### src/rtl/ptp_tod_pkg.sv
package ptp_tod_pkg;
   localparam int WORD_W = 32;

   typedef logic [WORD_W-1:0] word_t;

   typedef struct packed {
      word_t sec;
      word_t ns;
      word_t frac;
   } tod_t;
endpackage

### src/rtl/ptp_rate_accum.sv
module ptp_rate_accum
   import ptp_tod_pkg::*;
#(
   parameter bit ADJ_EN = 1'b1
) (
   input  word_t frac_q,
   input  word_t adj_word,
   output word_t frac_nxt,
   output logic  carry,
   output logic  borrow
);
   localparam int MAG_W = WORD_W - 1;

   generate
      if (ADJ_EN) begin : g_trim
         logic [WORD_W:0] up_sum;
         logic [WORD_W:0] dn_sum;
         logic            slow;

         always_comb begin
            slow   = adj_word[WORD_W-1];
            up_sum = {1'b0, frac_q} + {2'b00, adj_word[MAG_W-1:0]};
            dn_sum = {1'b0, frac_q} - {2'b00, adj_word[MAG_W-1:0]};
            if (slow) begin
               frac_nxt = dn_sum[WORD_W-1:0];
               carry    = 1'b0;
               borrow   = dn_sum[WORD_W];
            end else begin
               frac_nxt = up_sum[WORD_W-1:0];
               carry    = up_sum[WORD_W];
               borrow   = 1'b0;
            end
         end
      end else begin : g_fixed
         always_comb begin
            frac_nxt = frac_q;
            carry    = 1'b0;
            borrow   = 1'b0;
         end
      end
   endgenerate
endmodule

### src/rtl/ptp_time_core.sv
module ptp_time_core
   import ptp_tod_pkg::*;
#(
   parameter int unsigned NOM_INC_NS = 8,
   parameter int unsigned NS_PER_SEC = 1000000000
) (
   input  logic  clk,
   input  logic  rst_n,
   input  logic  carry,
   input  logic  borrow,
   input  word_t frac_nxt,
   input  logic  load,
   input  word_t load_sec,
   input  word_t load_ns,
   input  logic  res_wr,
   input  word_t res_data,
   output tod_t  tod,
   output logic  sec_wrap
);
   localparam logic [WORD_W:0]   LIM33 = (WORD_W+1)'(NS_PER_SEC);
   localparam logic [WORD_W:0]   INC33 = (WORD_W+1)'(NOM_INC_NS);
   localparam logic [WORD_W-1:0] LIM32 = WORD_W'(NS_PER_SEC);
   localparam logic [WORD_W-1:0] INC32 = WORD_W'(NOM_INC_NS);

   word_t           sec_q, ns_q, frac_q;
   logic            wrap_q;
   logic [WORD_W:0] ns_sum;
   logic            roll;
   word_t           ns_d, sec_d;

   always_comb begin
      ns_sum = {1'b0, ns_q} + INC33 + {{WORD_W{1'b0}}, carry} - {{WORD_W{1'b0}}, borrow};
      roll   = (ns_sum >= LIM33);
      ns_d   = ns_q + INC32 + {{(WORD_W-1){1'b0}}, carry}
               - {{(WORD_W-1){1'b0}}, borrow} - (roll ? LIM32 : '0);
      sec_d  = sec_q + {{(WORD_W-1){1'b0}}, roll};
   end

   always_ff @(posedge clk or negedge rst_n) begin
      if (!rst_n) begin
         sec_q  <= '0;
         ns_q   <= '0;
         frac_q <= '0;
         wrap_q <= 1'b0;
      end else if (load) begin
         sec_q  <= load_sec;
         ns_q   <= load_ns;
         frac_q <= '0;
         wrap_q <= 1'b0;
      end else begin
         sec_q  <= sec_d;
         ns_q   <= ns_d;
         frac_q <= res_wr ? res_data : frac_nxt;
         wrap_q <= roll && (&sec_q);
      end
   end

   assign tod      = '{sec: sec_q, ns: ns_q, frac: frac_q};
   assign sec_wrap = wrap_q;

   // nanoseconds never reach a full second
   a_r5_ns_range: assert property (@(posedge clk) disable iff (!rst_n)
      ns_q < LIM32);

   // the pulse follows a counted rollover of seconds
   a_r6_wrap_origin: assert property (@(posedge clk) disable iff (!rst_n)
      wrap_q |-> (sec_q == '0) && ($past(sec_q) == '1));

   // the pulse lasts a single cycle
   a_r6_wrap_single: assert property (@(posedge clk) disable iff (!rst_n)
      wrap_q |=> !wrap_q);

   // without a load, seconds hold or step by one
   a_r2_sec_step: assert property (@(posedge clk) disable iff (!rst_n)
      !load |=> (sec_q == $past(sec_q)) || (sec_q == $past(sec_q) + 1'b1));

   // a load leaves the residue cleared
   a_r8_load_clears: assert property (@(posedge clk) disable iff (!rst_n)
      load |=> (frac_q == '0));
endmodule

### src/rtl/ptp_reg_port.sv
module ptp_reg_port
   import ptp_tod_pkg::*;
#(
   parameter int unsigned ADDR_W     = 4,
   parameter int unsigned ADR_RES    = 0,
   parameter int unsigned ADR_NS     = 4,
   parameter int unsigned ADR_SEC    = 8,
   parameter int unsigned ADR_ADJ    = 12,
   parameter int unsigned NS_PER_SEC = 1000000000
) (
   input  logic              clk,
   input  logic              rst_n,
   input  logic              wr_en,
   input  logic [ADDR_W-1:0] wr_addr,
   input  word_t             wr_data,
   input  logic              rd_en,
   input  logic [ADDR_W-1:0] rd_addr,
   input  tod_t              live,
   output word_t             rd_data,
   output word_t             adj_word,
   output logic              load,
   output word_t             load_sec,
   output word_t             load_ns,
   output logic              res_wr,
   output word_t             res_data
);
   localparam logic [ADDR_W-1:0] A_RES = ADDR_W'(ADR_RES);
   localparam logic [ADDR_W-1:0] A_NS  = ADDR_W'(ADR_NS);
   localparam logic [ADDR_W-1:0] A_SEC = ADDR_W'(ADR_SEC);
   localparam logic [ADDR_W-1:0] A_ADJ = ADDR_W'(ADR_ADJ);
   localparam word_t             LIM   = WORD_W'(NS_PER_SEC);

   word_t adj_q, pend_q, shd_sec_q, shd_ns_q, rdat_q;
   logic  snap;

   assign snap     = rd_en && (rd_addr == A_RES);
   assign load     = wr_en && (wr_addr == A_SEC);
   assign load_sec = wr_data;
   assign load_ns  = pend_q;
   assign res_wr   = wr_en && (wr_addr == A_RES);
   assign res_data = wr_data;
   assign adj_word = adj_q;
   assign rd_data  = rdat_q;

   always_ff @(posedge clk or negedge rst_n) begin
      if (!rst_n) begin
         adj_q  <= '0;
         pend_q <= '0;
      end else if (wr_en) begin
         if (wr_addr == A_ADJ) adj_q <= wr_data;
         if ((wr_addr == A_NS) && (wr_data < LIM)) pend_q <= wr_data;
      end
   end

   always_ff @(posedge clk or negedge rst_n) begin
      if (!rst_n) begin
         shd_sec_q <= '0;
         shd_ns_q  <= '0;
      end else if (snap) begin
         shd_sec_q <= live.sec;
         shd_ns_q  <= live.ns;
      end
   end

   always_ff @(posedge clk or negedge rst_n) begin
      if (!rst_n) begin
         rdat_q <= '0;
      end else if (rd_en) begin
         unique case (rd_addr)
            A_RES:   rdat_q <= live.frac;
            A_NS:    rdat_q <= shd_ns_q;
            A_SEC:   rdat_q <= shd_sec_q;
            A_ADJ:   rdat_q <= adj_q;
            default: rdat_q <= '0;
         endcase
      end
   end

   // the pending nanoseconds value is always a legal one
   a_r9_pend_range: assert property (@(posedge clk) disable iff (!rst_n)
      pend_q < LIM);

   // the frozen copy moves only on a residue read
   a_r7_snap_hold: assert property (@(posedge clk) disable iff (!rst_n)
      !snap |=> $stable(shd_ns_q) && $stable(shd_sec_q));
endmodule

### src/rtl/ptp_tod_clock.sv
module ptp_tod_clock
   import ptp_tod_pkg::*;
#(
   parameter int unsigned ADDR_W     = 4,
   parameter int unsigned ADR_RES    = 0,
   parameter int unsigned ADR_NS     = 4,
   parameter int unsigned ADR_SEC    = 8,
   parameter int unsigned ADR_ADJ    = 12,
   parameter int unsigned NOM_INC_NS = 8,
   parameter int unsigned NS_PER_SEC = 1000000000,
   parameter bit          ADJ_EN     = 1'b1
) (
   input  logic              clk,
   input  logic              rst_n,
   input  logic              wr_en,
   input  logic [ADDR_W-1:0] wr_addr,
   input  logic [31:0]       wr_data,
   input  logic              rd_en,
   input  logic [ADDR_W-1:0] rd_addr,
   output logic [31:0]       rd_data,
   output logic [31:0]       tod_sec,
   output logic [31:0]       tod_ns,
   output logic              sec_wrap
);
   localparam longint unsigned ADDR_SPAN = 64'd1 << ADDR_W;

   generate
      if (WORD_W != 32) begin : g_bad_word
         $error("word width must be 32");
      end
      if (ADR_RES >= ADDR_SPAN || ADR_NS >= ADDR_SPAN ||
          ADR_SEC >= ADDR_SPAN || ADR_ADJ >= ADDR_SPAN) begin : g_bad_addr
         $error("register address exceeds address width");
      end
      if (ADR_RES == ADR_NS || ADR_RES == ADR_SEC || ADR_RES == ADR_ADJ ||
          ADR_NS == ADR_SEC || ADR_NS == ADR_ADJ || ADR_SEC == ADR_ADJ) begin : g_bad_map
         $error("register addresses must be distinct");
      end
      if (NOM_INC_NS == 0 || NOM_INC_NS + 1 >= NS_PER_SEC) begin : g_bad_inc
         $error("nominal increment out of range");
      end
   endgenerate

   word_t adj_word, frac_nxt, load_sec, load_ns, res_data;
   logic  carry, borrow, load, res_wr;
   tod_t  tod;

   ptp_reg_port #(
      .ADDR_W(ADDR_W), .ADR_RES(ADR_RES), .ADR_NS(ADR_NS),
      .ADR_SEC(ADR_SEC), .ADR_ADJ(ADR_ADJ), .NS_PER_SEC(NS_PER_SEC)
   ) port_i (
      .clk(clk), .rst_n(rst_n),
      .wr_en(wr_en), .wr_addr(wr_addr), .wr_data(wr_data),
      .rd_en(rd_en), .rd_addr(rd_addr), .live(tod),
      .rd_data(rd_data), .adj_word(adj_word),
      .load(load), .load_sec(load_sec), .load_ns(load_ns),
      .res_wr(res_wr), .res_data(res_data)
   );

   ptp_rate_accum #(.ADJ_EN(ADJ_EN)) accum_i (
      .frac_q(tod.frac), .adj_word(adj_word),
      .frac_nxt(frac_nxt), .carry(carry), .borrow(borrow)
   );

   ptp_time_core #(.NOM_INC_NS(NOM_INC_NS), .NS_PER_SEC(NS_PER_SEC)) core_i (
      .clk(clk), .rst_n(rst_n),
      .carry(carry), .borrow(borrow), .frac_nxt(frac_nxt),
      .load(load), .load_sec(load_sec), .load_ns(load_ns),
      .res_wr(res_wr), .res_data(res_data),
      .tod(tod), .sec_wrap(sec_wrap)
   );

   assign tod_sec = tod.sec;
   assign tod_ns  = tod.ns;
endmodule

### config.mk
export PLATFORM = sky130hd
export DESIGN_NAME = ptp_tod_clock
export DESIGN_NICKNAME = d
export VERILOG_FILES = /design/src/rtl/ptp_tod_pkg.sv /design/src/rtl/ptp_rate_accum.sv /design/src/rtl/ptp_time_core.sv /design/src/rtl/ptp_reg_port.sv /design/src/rtl/ptp_tod_clock.sv
export SDC_FILE = /design/constraint.sdc
export NUM_CORES = 1
export LEC_CHECK = 0
export BUFFER_PORTS_ARGS = -buffer_cell sky130_fd_sc_hd__clkbuf_2
export CORE_MARGIN = 5
export CORE_UTILIZATION = 45
export CTS_CLUSTER_DIAMETER = 50
export DETAILED_ROUTE_END_ITERATION = 16
export PLACE_DENSITY = 0.65
export SYNTH_ARGS = -nofsm -noshare
export SYNTH_HDL_FRONTEND = slang
export SYNTH_SLANG_ARGS = --single-unit
### constraint.sdc
create_clock -name clk -period 11 [get_ports clk]
set_input_delay 2.2 -clock clk [delete_from_list [all_inputs] [get_ports clk]]
set_output_delay 2.2 -clock clk [all_outputs]
set_load 0.005 [all_outputs]
After elaboration in Yosys (flattened, before gate mapping)
Cells that the tools add are included.
W data, S select, Z words.
{ "totals": {"ff_bits": 257, "in_bits": 44, "out_inout_bits": 97, "word_cells": 47} }
{ "op_classes": {"n_addsub": 10, "magnitude_cmp": 2, "eq_ne": 6, "n_mux": 10, "n_reduce_logical": 10} }
{ "op_table": {"columns": ["op", "n"], "rows": [
  ["$mux W32", 5],
  ["$pmux W32 S4", 1],
  ["$add A32 B1 Y32", 2],
  ["$add A32 B31 Y33", 1],
  ["$add A32 B4 Y33 const B", 1],
  ["$add A33 B1 Y33", 1],
  ["$ge A33 B30 Y1 const B", 1],
  ["$sub A32 B31 Y33", 1],
  ["$sub A33 B1 Y33", 1],
  ["$add A32 B4 Y32 const B", 1],
  ["$lt A32 B30 Y1 const B", 1],
  ["$reduce_and A32 Y1", 1],
  ["$sub A32 B1 Y32", 1],
  ["$sub A32 B32 Y32", 1],
  ["$mux W30", 1],
  ["$eq A4 B4 Y1 const B", 4],
  ["$eq A4 B3 Y1 const B", 2],
  ["$logic_not A4 Y1", 2],
  ["$logic_and A1 B1 Y1", 5],
  ["$reduce_and A2 Y1", 2],
  ["$mux W1", 3]
]} }

Depth between registers and ports, before layout
{ "depth": {"word_depth": 8, "ltp_mapped": 43, "depth_no_buf": 43} }

Hierarchy
Synthesis repeated with hierarchy kept, for this count alone.
{ "hier_totals": {"cells_unflattened": 2014, "area_unflattened_um2": 18606.6} }
{ "by_module_without_submodules": {"columns": ["module", "n_inst", "cells_per_inst", "area_per_inst_um2", "seq_area_each_um2"], "rows": [
  ["ptp_time_core", 1, 896, 7706.1, 2427.3],
  ["ptp_reg_port", 1, 544, 7130.6, 4003.8],
  ["ptp_rate_accum", 1, 574, 3769.9, 0.0]
]} }

Worst setup path before layout
OpenSTA, ideal clock, no wires.
{ "synth_timing": {"kind": "register to register", "startpoint": "reg core_i.frac_q[0]", "endpoint": "reg core_i.ns_q[31]", "arrival_time_ns": 8.305, "t_required_ns": 10.913, "slack_ns": 2.608, "path_stages_with_launch": 42, "n_path_buf": 0, "period_less_slack_ns": 8.392, "path_cell_list": "dfrtp_1 > inv_1 > ha_1 > inv_1 > fa_1 > a21o_1 > a21o_1 > a21oi_1 > a31oi_1 > o2bb2ai_1 > nor3_1 > o21bai_1 > a211oi_1 > nor2_1 > nor4_1 > ha_1 > inv_1 > ha_1 > [... 6 more ...] > o21ai_0 > xor2_1 > and4_1 > o221ai_1 > nand4_1 > ha_1 > inv_1 > ha_1 > ha_1 > a21oi_1 > nor2b_1 > a311oi_4 > o21ai_2 > o31a_1 > o41ai_4 > a21oi_1 > or4_1 > o211ai_1"} }
{ "synth_between": {"elab_chain_cells": 8, "elab_cells_between_ends": 12, "cone_classes": "add/sub: 7; order compare: 1; mux: 4"} }
{ "synth_rtl": {"columns": ["element", "line", "rtl"], "rows": [
  ["from (decl)", "ptp_time_core.sv:25", "word_t sec_q, ns_q, frac_q;"],
  ["from (signal assigned)", "ptp_time_core.sv:53", "frac_q <= res_wr ? res_data : frac_nxt;"],
  ["$add A32 B31 Y33", "ptp_rate_accum.sv:22", "up_sum = {1'b0, frac_q} + {2'b00, adj_word[MAG_W-1:0]};"],
  ["$mux W1", "ptp_rate_accum.sv:24", "if (slow) begin"],
  ["$add A33 B1 Y33", "ptp_time_core.sv:32", "ns_sum = {1'b0, ns_q} + INC33 + {{WORD_W{1'b0}}, carry} - {{WORD_W{1'b0}}, borrow};"],
  ["$sub A33 B1 Y33", "ptp_time_core.sv:32", null],
  ["$ge A33 B30 Y1", "ptp_time_core.sv:33", "roll = (ns_sum >= LIM33);"],
  ["$mux W30", "ptp_time_core.sv:35", "- {{(WORD_W-1){1'b0}}, borrow} - (roll ? LIM32 : '0);"],
  ["$sub A32 B32 Y32 *", "ptp_time_core.sv:35", null],
  ["$mux W32 *", "ptp_time_core.sv:45", "end else if (load) begin"],
  ["to (signal assigned)", "ptp_time_core.sv:47", "ns_q <= load_ns;"],
  ["to (signal assigned)", "ptp_time_core.sv:52", "ns_q <= ns_d;"],
  ["to (decl)", "ptp_time_core.sv:25", null]
]} }
Mark *: on every way between the ends. The rest lies on a longest branch, timed or not.
A chain may end at the register's enable or synchronous reset.

Final worst setup path
Ends and elaborated chain as after synthesis.

==> flow_summary_export.csv <==
group,metric,value,unit
floorplan,die-area,0.0423,mm2
place,place.gp.congestion,0.955,
clocking,cts_resized,0,
finish,finalNetCount,2201,
clocking,cts_buffer_depth,3,
finish,fin_util,0.515,
floorplan,io_pins,141,
clocking,cts_tree,"built",
clocking,cts_setup_buffers,0,
synthesis,yosysWarnings,0,
sta,layout_min_cycle_time,9.81,ns
synthesis,synth.distinct_cells,77,
finish,layout.cells.most_common_list,"dfrtp_1 (257), inv_1 (165), a21oi_1 (160)",
finish,final_common_cell,"dfrtp_1",
drt,routed_wl,52800,um
floorplan,rows,71,
drt,wl_per_cell,20.8,um
drt,ant_nets,0,
clocking,cts-root-buf,"clkbuf_16",
global_routing,grt_overflow,0,
global_routing,grt_pass1_wl,83300,um
outcome,status,"complete, no violations",
clocking,numCtsBuffers,31,
sta,tightest_slew,1.04,ns
setup_path,crit_top_cell,"a21oi_1",
synthesis,synth_area_per_cell,9.04,um2
finish,layout-drive-gt1-share,0.160,
place,io_buffer_count,140,
setup_path,worstPathRequired,11.49,ns
synthesis,syn_area,0.0172,mm2
clocking,cts_max_level,1,
global_routing,grt_pass1_vias,14700,
setup_path,crit_type,"reg -> reg",
worst_hold_path,hold_class,"reg -> reg",
clocking,holdBufCountCts,0,
drt,vias,15000,
synthesis,syn_nets,2100,
floorplan,core,0.0378,mm2
clocking,numClockSinks,257,
synthesis,ys.flop_type,"dfrtp_1",
sta,setup_violations,0,
setup_path,crit_buf_inv,4,
flow_run,max_cap_violations,0,
synthesis,synth-seq-cells,257,
setup_path,path_delay_family,"compound AO/OA/AOI/OAI gates",
sta,slew_headroom,0.309,
place,dp_hpwl,38600,um
global_routing,antenna_found_initial,1,
setup_path,worstSetupEndpointType,"flip-flop",
setup_path,slowest_delay,0.48,ns
floorplan,dieHeight,206,um
synthesis,synthArstFlopShare,1.00,
sta,grt_setup_unrepaired,"false",
drt,via_per_inst,5.89,
setup_path,crit_path_start_kind,"flip-flop",
sta,drv_slew,0,
setup_path,critPathSlowestCell,"ha_1",
synthesis,netlist_instances,1905,
sta,fin_worst_skew,0.0128,ns
sta,fin_crit_sh,0.892,
synthesis,synth_edf_count,0,
clocking,worstSkewPairLatency,0.57,ns
drt,drc,0,
setup_path,cp.arrival,10.30,ns
global_routing,grt_usage,0.247,
drt,drt_iter0_markers,1291,
sta,fmax,0.102,GHz
floorplan,start_util,0.456,
drt,drt-pass1-iter-count,5,
synthesis,ys_seq_area_frac,0.373,
sta,setup_tns,0,ns
floorplan,die_x,206,um
clocking,path_clk_slew,0.06,ns
global_routing,grt_max_degree,185,
setup_path,path_max_fanout,7,
finish,area_delta_synth_final,12.9,%
sta,finalHoldViolCount,0,
==> area by class of cell <==
cell class / instances / area, um2
fillers: 3538 / 18300
multi-input cells: 1393 / 9880
flip-flops and latches: 257 / 6430
repair buffers: 157 / 851
clock buffers: 40 / 830
well taps: 511 / 639
inverters: 166 / 623
clock inverters: 16 / 180
diodes: 2 / 5.00
==> tightest hold or removal path, delay by kind of cell, from the launching register on <==
kind / cells / cell delay (ns)
flops: 1 / 0.35
simple gates: 2 / 0.10
==> layer usage <==
| layer | GRT usage | routed length [um] | vias up |
|---|---|---|---|
| met5 | 0 | 0 | - |
| met4 | 0.0734 | 1490 | 0 |
| met3 | 0.0364 | 3320 | 83 |
| met2 | 0.386 | 23800 | 470 |
| met1 | 0.358 | 24100 | 7355 |
| li1 | - | - | 7058 |
==> path summary, 6_finish.rpt <==
check,startpoint,slack [ns],endpoint,cells past startpoint
worst max-delay path,core_i.frac_q[0]$_DFF_PN0_,1.19,core_i.ns_q[31]$_DFF_PN0_,42
worst min-delay path,port_i.load_ns[0]$_DFFE_PN0P_,0.48,core_i.ns_q[0]$_DFF_PN0_,2
worst max register to register,core_i.frac_q[0]$_DFF_PN0_,1.19,core_i.ns_q[31]$_DFF_PN0_,42
worst min register to register,port_i.load_ns[0]$_DFFE_PN0P_,0.48,core_i.ns_q[0]$_DFF_PN0_,2
max in group asynchronous,rst_n,7.97,port_i.rd_data[15]$_DFFE_PN0P_,2
min in group asynchronous,rst_n,1.61,core_i.ns_q[5]$_DFF_PN0_,1
==> synth_stat cells (6+ instances only) <==
cell type / n / area [um2]
nand2_1: 148 / 556
nor3_1: 24 / 120
clkbuf_1: 82 / 308
a211oi_1: 7 / 52.6
nor2_1: 116 / 435
nand3_1: 50 / 250
nand4_1: 19 / 119
and2_1: 6 / 37.5
buf_1: 6 / 22.5
xnor2_1: 48 / 420
xor2_1: 51 / 447
a22o_1: 32 / 280
and3_1: 19 / 119
o211ai_1: 9 / 67.6
dfrtp_1: 257 / 6430
a21oi_1: 160 / 801
nor4_1: 6 / 37.5
nand2b_1: 12 / 75.1
o21ai_0: 150 / 751
or3_1: 10 / 62.6
ha_1: 147 / 1840
inv_1: 165 / 619
a31oi_1: 14 / 87.6
o21a_1: 17 / 128
a21o_1: 32 / 240
mux2_2: 91 / 1020
o31ai_1: 16 / 120
o22ai_1: 34 / 213
nor2b_1: 22 / 138
a221oi_1: 32 / 280
o21bai_1: 18 / 135
==> metrics by stage <==
step                      setup WS [ns]  cell area, um2  hold slack, ns  cells
after detailed placement           1.32           18400           0.472   2484
after global routing              0.554           19400           0.515   2541
final                              1.19           19400           0.478   2542
after global placement             1.69           18400           0.452   2484
after floorplan                    2.61           17200           0.435   1905
after CTS                          1.28           19400           0.486   2540
==> sequential cells by signal, indices dropped and copies added, names as in the netlist <==
register	count
core_i.frac_q	32
core_i.ns_q	32
core_i.sec_q	32
port_i.adj_word	32
port_i.load_ns	32
port_i.rd_data	32
port_i.shd_ns_q	32
port_i.shd_sec_q	32
core_i.sec_wrap	1
==> cells by family after synthesis <==
| logic type | count (synthesis) | share of synthesized area |
|---|---|---|
| flip-flops | 257 | 0.373 |
| buffers and inverters | 255 | 0.0557 |
| adder cells (fa/ha/maj) | 151 | 0.111 |
| AO/OA/AOI/OAI | 598 | 0.226 |
| AND/OR/NAND/NOR | 452 | 0.122 |
| multiplexers | 93 | 0.0607 |
| XOR/XNOR | 99 | 0.0504 |
Power is not shown: default switching activity piles up to over one toggle a cycle in this logic, so the estimate is an artifact.
